File: config.mk
export PLATFORM = sky130hd
export DESIGN_NAME = omega_fabric
export DESIGN_NICKNAME = d
export VERILOG_FILES = /design/src/rtl/omega_pkg.sv /design/src/rtl/omega_sw2.sv /design/src/rtl/omega_column.sv /design/src/rtl/omega_fabric.sv
export SDC_FILE = /design/constraint.sdc
export NUM_CORES = 1
export LEC_CHECK = 0
export CORE_MARGIN = 1.5
export CORE_UTILIZATION = 30
export CTS_BUF_LIST = sky130_fd_sc_hd__clkbuf_4
export DETAILED_ROUTE_END_ITERATION = 8
export SLEW_MARGIN = 30
export SYNTH_ARGS = -nofsm -noshare
export SYNTH_HDL_FRONTEND = slang
export SYNTH_SLANG_ARGS = --single-unit
File: constraint.sdc
create_clock -name clk -period 4 [get_ports clk]
set_clock_uncertainty 0.1 [all_clocks]
set_input_delay 0.8 -clock clk [delete_from_list [all_inputs] [get_ports clk]]
set_output_delay 0.8 -clock clk [all_outputs]
set_load 0.05 [all_outputs]
File: src/rtl/omega_pkg.sv
package omega_pkg;

    localparam int PORT_AW   = 3;
    localparam int NPORTS    = 1 << PORT_AW;
    localparam int NSW       = NPORTS / 2;
    localparam int PAYLOAD_W = 16;

    typedef logic [PORT_AW-1:0] port_t;

    typedef struct packed {
        logic                 vld;
        port_t                dest;
        port_t                src;
        logic [PAYLOAD_W-1:0] data;
    } cell_t;

    typedef enum logic [1:0] {
        LOSS_NONE = 2'd0,
        LOSS_LINK = 2'd1,
        LOSS_PORT = 2'd2
    } loss_kind_e;

    typedef struct packed {
        loss_kind_e kind;
        port_t      src;
    } loss_t;

    typedef struct packed {
        logic [NPORTS-1:0] link;
        logic [NPORTS-1:0] port;
    } loss_vec_t;

    // destination bit that steers a given stage, most significant first
    function automatic logic route_bit(port_t dest, int stage);
        return dest[PORT_AW-1-stage];
    endfunction

    // link index a perfect shuffle moves position p to
    function automatic int shuffle_pos(int p);
        return ((p << 1) | (p >> (PORT_AW - 1))) & (NPORTS - 1);
    endfunction

endpackage

File: src/rtl/omega_sw2.sv
module omega_sw2
    import omega_pkg::*;
#(
    parameter int STAGE = 0
) (
    input  cell_t up_i,
    input  cell_t dn_i,
    output cell_t up_o,
    output cell_t dn_o,
    output loss_t loss_o
);

    logic sel_up;
    logic sel_dn;
    logic clash;

    always_comb begin
        sel_up = route_bit(up_i.dest, STAGE);
        sel_dn = route_bit(dn_i.dest, STAGE);
        clash  = up_i.vld && dn_i.vld && (sel_up == sel_dn);

        up_o = '0;
        dn_o = '0;
        // upper input has priority and is placed first
        if (up_i.vld) begin
            if (sel_up) dn_o = up_i;
            else        up_o = up_i;
        end
        if (dn_i.vld && !clash) begin
            if (sel_dn) dn_o = dn_i;
            else        up_o = dn_i;
        end

        loss_o.src = dn_i.src;
        if (!clash)                    loss_o.kind = LOSS_NONE;
        else if (up_i.dest == dn_i.dest) loss_o.kind = LOSS_PORT;
        else                           loss_o.kind = LOSS_LINK;
    end

endmodule

File: src/rtl/omega_column.sv
module omega_column
    import omega_pkg::*;
#(
    parameter int STAGE = 0
) (
    input  cell_t     cells_i [NPORTS],
    output cell_t     cells_o [NPORTS],
    output loss_vec_t loss_o
);

    cell_t shuf [NPORTS];
    loss_t sw_loss [NSW];

    for (genvar p = 0; p < NPORTS; p++) begin : g_shuffle
        localparam int DST = shuffle_pos(p);
        assign shuf[DST] = cells_i[p];
    end

    for (genvar j = 0; j < NSW; j++) begin : g_sw
        omega_sw2 #(.STAGE(STAGE)) u_sw (
            .up_i   (shuf[2*j]),
            .dn_i   (shuf[2*j+1]),
            .up_o   (cells_o[2*j]),
            .dn_o   (cells_o[2*j+1]),
            .loss_o (sw_loss[j])
        );
    end

    always_comb begin
        loss_o = '0;
        for (int j = 0; j < NSW; j++) begin
            if (sw_loss[j].kind == LOSS_LINK) loss_o.link[sw_loss[j].src] = 1'b1;
            if (sw_loss[j].kind == LOSS_PORT) loss_o.port[sw_loss[j].src] = 1'b1;
        end
    end

endmodule

File: src/rtl/omega_fabric.sv
module omega_fabric
    import omega_pkg::*;
#(
    parameter bit PIPE = 1'b0
) (
    input  logic                          clk,
    input  logic                          rst,
    input  logic [NPORTS-1:0]             in_valid,
    input  logic [NPORTS*PORT_AW-1:0]     in_dest,
    input  logic [NPORTS*PAYLOAD_W-1:0]   in_data,
    output logic [NPORTS-1:0]             out_valid,
    output logic [NPORTS*PORT_AW-1:0]     out_src,
    output logic [NPORTS*PAYLOAD_W-1:0]   out_data,
    output logic [NPORTS-1:0]             ack_o,
    output logic [NPORTS-1:0]             lost_link_o,
    output logic [NPORTS-1:0]             lost_port_o
);

    for (genvar k = 0; k < PORT_AW; k++) begin : g_stage
        cell_t     cin  [NPORTS];
        cell_t     cout [NPORTS];
        loss_vec_t ain;
        loss_vec_t aout;
        loss_vec_t lcol;

        if (k == 0) begin : g_src
            for (genvar i = 0; i < NPORTS; i++) begin : g_inj
                assign cin[i] = '{vld:  in_valid[i],
                                  dest: in_dest[i*PORT_AW +: PORT_AW],
                                  src:  port_t'(i),
                                  data: in_data[i*PAYLOAD_W +: PAYLOAD_W]};
            end
            assign ain = '0;
        end else if (PIPE) begin : g_reg
            always_ff @(posedge clk) begin
                if (rst) begin
                    for (int p = 0; p < NPORTS; p++) cin[p] <= '0;
                    ain <= '0;
                end else begin
                    for (int p = 0; p < NPORTS; p++) cin[p] <= g_stage[k-1].cout[p];
                    ain <= g_stage[k-1].aout;
                end
            end
        end else begin : g_wire
            assign cin = g_stage[k-1].cout;
            assign ain = g_stage[k-1].aout;
        end

        omega_column #(.STAGE(k)) u_col (
            .cells_i (cin),
            .cells_o (cout),
            .loss_o  (lcol)
        );

        assign aout.link = ain.link | lcol.link;
        assign aout.port = ain.port | lcol.port;
    end

    cell_t             fin [NPORTS];
    loss_vec_t         fin_loss;
    logic [NPORTS-1:0] ack_n;

    assign fin      = g_stage[PORT_AW-1].cout;
    assign fin_loss = g_stage[PORT_AW-1].aout;

    always_comb begin
        ack_n = '0;
        for (int p = 0; p < NPORTS; p++) begin
            if (fin[p].vld) ack_n[fin[p].src] = 1'b1;
        end
    end

    logic [NPORTS-1:0]    ov_q;
    logic [NPORTS-1:0]    ack_q;
    logic [NPORTS-1:0]    ll_q;
    logic [NPORTS-1:0]    lp_q;
    port_t                src_q  [NPORTS];
    logic [PAYLOAD_W-1:0] data_q [NPORTS];

    always_ff @(posedge clk) begin
        if (rst) begin
            ov_q  <= '0;
            ack_q <= '0;
            ll_q  <= '0;
            lp_q  <= '0;
            for (int p = 0; p < NPORTS; p++) begin
                src_q[p]  <= '0;
                data_q[p] <= '0;
            end
        end else begin
            ack_q <= ack_n;
            ll_q  <= fin_loss.link;
            lp_q  <= fin_loss.port;
            for (int p = 0; p < NPORTS; p++) begin
                ov_q[p]   <= fin[p].vld;
                src_q[p]  <= fin[p].src;
                data_q[p] <= fin[p].data;
            end
        end
    end

    for (genvar p = 0; p < NPORTS; p++) begin : g_out
        assign out_src[p*PORT_AW +: PORT_AW]      = src_q[p];
        assign out_data[p*PAYLOAD_W +: PAYLOAD_W] = data_q[p];
    end

    assign out_valid   = ov_q;
    assign ack_o       = ack_q;
    assign lost_link_o = ll_q;
    assign lost_port_o = lp_q;

endmodule

==> results of run 1 <==
## power breakdown
group | switching (mW) | internal [mW]
combinational | 0.890 | 0.525
clock | 0.760 | 0.271
sequential | 0.0191 | 1.89
total | 1.67 | 2.69
## logic make-up after synthesis
group	after synthesis
muxes	7
and+or+nand+nor	275
other	1
AOI/OAI and AO/OA	523
DFF	184
buffers and inverters	128
xor gates and xnor gates	22
## registers in the layout (all words and copies together) (netlist names)
signal and count:
data_q 128, src_q 24, ack_o 8, lost_link_o 8, lost_port_o 8, out_valid 8
## layer usage
layer | share of wire [%] | wire [um] | vias up | global-route usage, %
met4 | 2.9 | 1445 | 2 | 9.724
met5 | 0.030 | 15 | - | 0
li1 | - | - | 5125 | -
met2 | 43 | 21230 | 711 | 42.14
met1 | 44 | 21870 | 5429 | 39.64
met3 | 11 | 5291 | 85 | 8.299
## cells in the final DEF (no fill, tap or decap), types with 6 or more instances in the layout
cell             Yosys  routed
o31a_1               8       8
o31ai_1              6       6
and3b_1              6       6
clkbuf_4             0      17
o22ai_1            155     155
a22oi_1            151     151
nor2b_1             30      30
nor2_1              69      69
and2_1              13      13
o21ai_0             11      11
o22ai_2              9       9
buf_4                4      77
dfxtp_1            184     184
inv_1               16      16
a21oi_1             23      23
a31oi_1             13      11
nor3_1              12      12
nand2_1             37      37
a22o_1              32      32
nand3_1             19      19
o22a_1              62      62
clkdlybuf4s50_1      0     344
nand3b_1             8       8
nand2b_1            48      48
xnor2_1             17      17
## worst max path at each step
| stage | start | end | depth (start not counted) |
|---|---|---|---|
| global route | in_dest[11] | lost_port_o[7]$_SDFF_PP0_ | 9 |
| finish | in_valid[0] | ack_o[3]$_SDFF_PP0_ | 9 |
| CTS | in_valid[0] | ack_o[3]$_SDFF_PP0_ | 9 |
| global placement | in_valid[0] | ack_o[3]$_SDFF_PP0_ | 9 |
| detailed placement | in_valid[0] | lost_port_o[3]$_SDFF_PP0_ | 8 |
| floorplan | in_dest[13] | lost_port_o[1]$_SDFF_PP0_ | 8 |
## area by class of cell
type	count	area (sq um)	area share (%)
tap	442	553.0	3.867
clock buffer	17	127.6	0.8925
clock inverter	15	137.6	0.9625
sequential	184	3684	25.76
multi-input combinational	830	5700	39.86
timing repair buffer	422	4026	28.16
inverter	17	63.81	0.4462
antenna	3	7.507	0.05250
## metrics by stage
step	hold slack (ns)	setup WS (ns)	instance area [sq um]	std cells	util (%)
6_report	0.5949	0.8231	14300	1930	43.95
2_1_floorplan	0.8298	1.160	9917	1142	-
3_3_place_gp	1.279	0.3001	14030	1895	43.11
5_1_grt	0.6047	0.7055	14300	1929	43.94
3_5_place_dp	1.289	0.2603	14030	1895	43.11
4_1_cts	0.5561	0.9572	14290	1927	43.93
==> results.md, run 1 <==
* YS warnings at 0
* Outcome: finished, final reports clean
* Critical Path RT at 4.41 ns
* Fill count at 3,259
* Most frequent cells after synthesis: dfxtp_1 (184), o22ai_1 (155), a22oi_1 (151), nor2_1 (69), clkbuf_1 (64)
* P_leak at approximately 4.8 nW
* CP cell instances: clkdlybuf4s50_1, and2_1, o31a_1, buf_4, nand3_1, o2111ai_1, nand2_1, nand2_1, a31oi_1
* Largest stage delay, worst path at roughly 0.65 ns
* Slew HR at about 46%
* Vias at approximately 11,000
* Hold Path Sink: data_q[1][32]$_SDFF_PP0_
* Starting density of the core at between 30% and 40%
* Die W at between 150 and 200 um
* Clk root buf: clkbuf_4
* Area Overhead vs Synth at 44.31%
* Fraction of the mapped netlist area in simple logic gates at 14.89%
* Initial DRT Pass Iterations at 8
* Routed wire length at roughly 50 mm
* FF+latch count, synth at around 180
* CP Capture Type: flop
* CP max stage cell: clkdlybuf4s50_1
* Via density at 5.882
* CORE AREA at between 30,000 and 40,000 sq um
* Power Total at about 4.4 mW
* Total CTS buffers at 17
* Asr flop ratio synth at 0%
* Post-DP HPWL at 39.28 mm
* First-pass GRT wire length at 71.70 mm
* CTS tree: built
* Hold path depth at 2
* Yosys cell types at 72
* Synth top area share at 37.17%
* Hold Startpoint: rst
* Final Slew Violations at 0
* Setup violators final at 0
* Worst VDD drop at around 180 uV
* Clk slew on worst S/H paths at between 0.15 and 0.2 ns
* Syn Area/Cell at just under 9 sq um
* Cell family with most CP delay: compound AO/OA/AOI/OAI gates
* Top cell type by total area after synthesis: dfxtp_1
* Number of global-route vias before repair at roughly 11,000
* Die area at ~34,000 sq um
* Largest family of logic cells by synthesized area: compound AO/OA/AOI/OAI gates
* Worst Tran Pin Value at ~0.81 ns
* Initial antenna violation count at 3
* Fin. Hold Viols at 0
* Share of layout cells above drive strength 1 at 9.697%
* Drt wl/cell at 25.83 um
* WS Path Type: input pin to flop
* Post-synthesis mux area share at less than 1%
* Die height at 184.7 um
* Crit path launch type: input pin
* Clk sink count at 184
* GPL Wtd Cong at 0.9692
* Total GRT Usage at 28.63%
* Max Cap Viol at 0
* Cell area after synthesis at ~9900 sq um
* Post-Syn Instances at 1,140
* Cell with the most instances after synthesis: dfxtp_1
* Crit-path max FO at 20
* Deepest clock path buffer count at 2
* Register area share after synthesis at between 30% and 40%
* Minimum clock period at 3.177 ns
* Rows at 66
* Arr. time, crit path at 3.59 ns
* Resize count post-CTS at 0
* Grt ovf at 0
* Ys flop type: dfxtp_1
* Post-CTS Hold Buffers at 0
* Fmax at between 300 and 400 MHz
* Worst path most repeated cell: nand2_1
* Post-synthesis xor/xnor area fraction at approximately 1.9%
* Final Net Count at approximately 1,600
* Fin Setup TNS at 0 ns
* Complex-gate fraction of the synthesized area at about two fifths
* Top cells by area, synth: dfxtp_1 (37%), a22oi_1 (11%), o22ai_1 (9.8%)
* Drt drc at 0
* Worst hold path class: input pin to flop
* Final period util at roughly 79%
* Number of synthesized flops with an enable pin at 0
* H-tree Lvls at 4
* Antenna-violating nets left at 0
* PortBufs at between 300 and 400
* RSZ-0062 raised after global routing: false
* 1st-iter DRT viols at 1,517
* Post-synthesis adder-cell area fraction at 0%
* Buffers & Inverters on Critical Path at 2
* Largest net degree at the start of global routing at 47
* Io pins at roughly 350
* Pwr Density at about 300 nW/um^2
* Post-CTS setup buffer count at 0
Power figures use the tool's default switching activity.
==> run 2: changes to the inputs <==
==> constraint.sdc (replaced) <==
create_clock -name clk -period 3 [get_ports clk]
set_clock_uncertainty 0.1 [all_clocks]
set_input_delay 0.6 -clock clk [delete_from_list [all_inputs] [get_ports clk]]
set_output_delay 0.6 -clock clk [all_outputs]
set_load 0.05 [all_outputs]
==> run 2 against run 1 <==
Critical path depth grew 1. Largest cell class unchanged. Combinational power increased by 51%. Final area rose by 12%. Die area is the same.
==> results.md, run 2 (same netlist as run 1, synthesis figures left out) <==
* Fmax at 349.2 MHz
* Share of layout cells above drive strength 1 at between 20% and 30%
* Crit path launch type: input pin
* Pre-CTS WS at -0.4047 ns
* Slew HR at between 40% and 50%
* Worst VDD drop at around 240 uV
* Rows at 66
* Pwr Density at around 390 nW/um^2
* Hold Path Sink: ack_o[0]$_SDFF_PP0_
* Hold Startpoint: rst
* Setup violators final at 0
* Post-DP HPWL at 41.79 mm
* Clk root buf: clkbuf_4
* Number of global-route vias before repair at 11,520
* Initial DRT Pass Iterations at 6
* CTS tree: built
* Initial antenna violation count at 3
* P_leak at ~5.8 nW
* Final period util at between 90% and 100%
* Largest net degree at the start of global routing at between 40 and 50
* Total CTS buffers at 17
* Area Overhead vs Synth at 60.97%
* Non-filler instance count after layout at roughly 2,100
* Drt drc at 0
* 1st-iter DRT viols at approximately 1,400
* Die area at between 30,000 and 40,000 sq um
* Final WS setup at approximately 0.14 ns
* Outcome: finished, final reports clean
* Vias at 12,020
* First-pass GRT wire length at 74.09 mm
* Deepest clock path buffer count at 2
* Hold Slack at between 0.3 and 0.4 ns
* Hold path depth at 2
* CORE AREA at approximately 33,000 sq um
* Clk slew on worst S/H paths at 0.16 ns
* Antenna-violating nets left at 0
* Biggest register: data_q
* Biggest regs: data_q (128), src_q (24)
* Minimum clock period at ~2.9 ns
* Critical Path RT at between 3 and 4 ns
* GPL Wtd Cong at between 0.9 and 1
* Power Total at between 6 and 7 mW
* Util after Layout at 49.03%
* Max Cap Viol at 0
* Post-CTS Hold Buffers at 0
* PortBufs at 345
* Die W at 184.7 um
* Max reg flops at approximately 130
* Starting density of the core at around 30%
* Most common cell after layout, fill and taps aside: clkdlybuf4s50_1
* WS Path Type: input pin to flop
* Io pins at 346
* Worst hold path class: input pin to flop
* Post-CTS setup buffer count at 0
* Most frequent cells in the layout: clkdlybuf4s50_1 (344), buf_4 (262), dfxtp_1 (184)
* DP Cell Count at 2,091
* Fill count at between 3,000 and 4,000
* Resize count post-CTS at 0
* Arr. time, crit path at around 3.3 ns
* Routed wire length at between 50 and 60 mm
* Clk sink count at approximately 180
* Grt ovf at 0
* Crit-path max FO at 18
* Die height at approximately 180 um
* Fin. Hold Viols at 0
* H-tree Lvls at 4
* Final Net Count at between 1,500 and 2,000
* RSZ-0062 raised after global routing: false
* Total GRT Usage at between 20% and 30%
* Drt wl/cell at about 24 um
* Final Slew Violations at 0
* Via density at between 5 and 6
* Worst Tran Pin Value at approximately 0.79 ns
* CP Capture Type: flop
run 2: changes by cell type in the layout (fill, tap and decap cells not counted), moves of 2 or more:
| cell | previous run | this run |
|---|---|---|
| buf_12 | 0 | 12 |
| buf_4 | 77 | 262 |
| clkinv_2 | 3 | 1 |
| clkinv_4 | 1 | 3 |
| clkinvlp_4 | 2 | 0 |
| inv_6 | 5 | 2 |
| inv_8 | 2 | 4 |
run 2: final cells by class:
type                    instances  area, sq um  share of cell area, %
multi-input cells             830         5700                  35.74
inverters                      17        63.81                 0.4000
diodes                          2        5.005                0.03138
clock inverters                14        160.2                  1.004
flip-flops and latches        184         3684                  23.09
clock buffers                  18        135.1                 0.8471
well taps                     442        553.0                  3.467
repair buffers                618         5650                  35.42
run 2: metrics by stage:
| stage | setup TNS (ns) | area [sq um] |
|---|---|---|
| floorplan | 0 | 9917 |
| global placement | -23.20 | 15650 |
| detailed placement | -27.48 | 15650 |
| CTS | 0 | 15940 |
| global route | 0 | 15950 |
| finish | 0 | 15950 |
run 2: power by group:
group	switching [mW]	leakage [nW]	internal [mW]
Clock	1.03	0.162	0.461
Combinational	1.24	4.16	0.902
Sequential	0.0286	1.49	2.52
run 2: layer usage:
metal / part of all wire [%] / wire, um / global-route usage [%] / up-vias
met5: 0.025 / 13 / 0 / -
met4: 1.8 / 945 / 7.252 / 2
met3: 9.7 / 5033 / 6.560 / 67
met2: 44 / 22640 / 45.16 / 707
met1: 45 / 23160 / 41.79 / 5739
li1: - / - / - / 5509
run 2: worst max-delay path, cell delays in order:
cell	delay, ns
clkdlybuf4s50_1	0.59
buf_4	0.18
and3b_1	0.24
a31o_2	0.27
a32oi_1	0.35
buf_4	0.18
nor2b_1	0.37
nand2b_1	0.18
buf_12	0.19
o22ai_1	0.17
run 2: worst max-delay path by stage:
stage                           start                         to  slack [ns]  depth (start not counted)
after detailed placement   in_dest[5]   data_q[0][61]$_SDFF_PP0_       -0.40                         10
final                      in_dest[5]   data_q[0][48]$_SDFF_PP0_        0.14                         10
after CTS                  in_dest[5]   data_q[0][61]$_SDFF_PP0_        0.29                         10
after global placement     in_dest[5]   data_q[0][61]$_SDFF_PP0_       -0.35                         10
after floorplan           in_dest[13]  lost_port_o[1]$_SDFF_PP0_        0.36                          8
after global routing       in_dest[5]        ack_o[1]$_SDFF_PP0_        0.06                         10
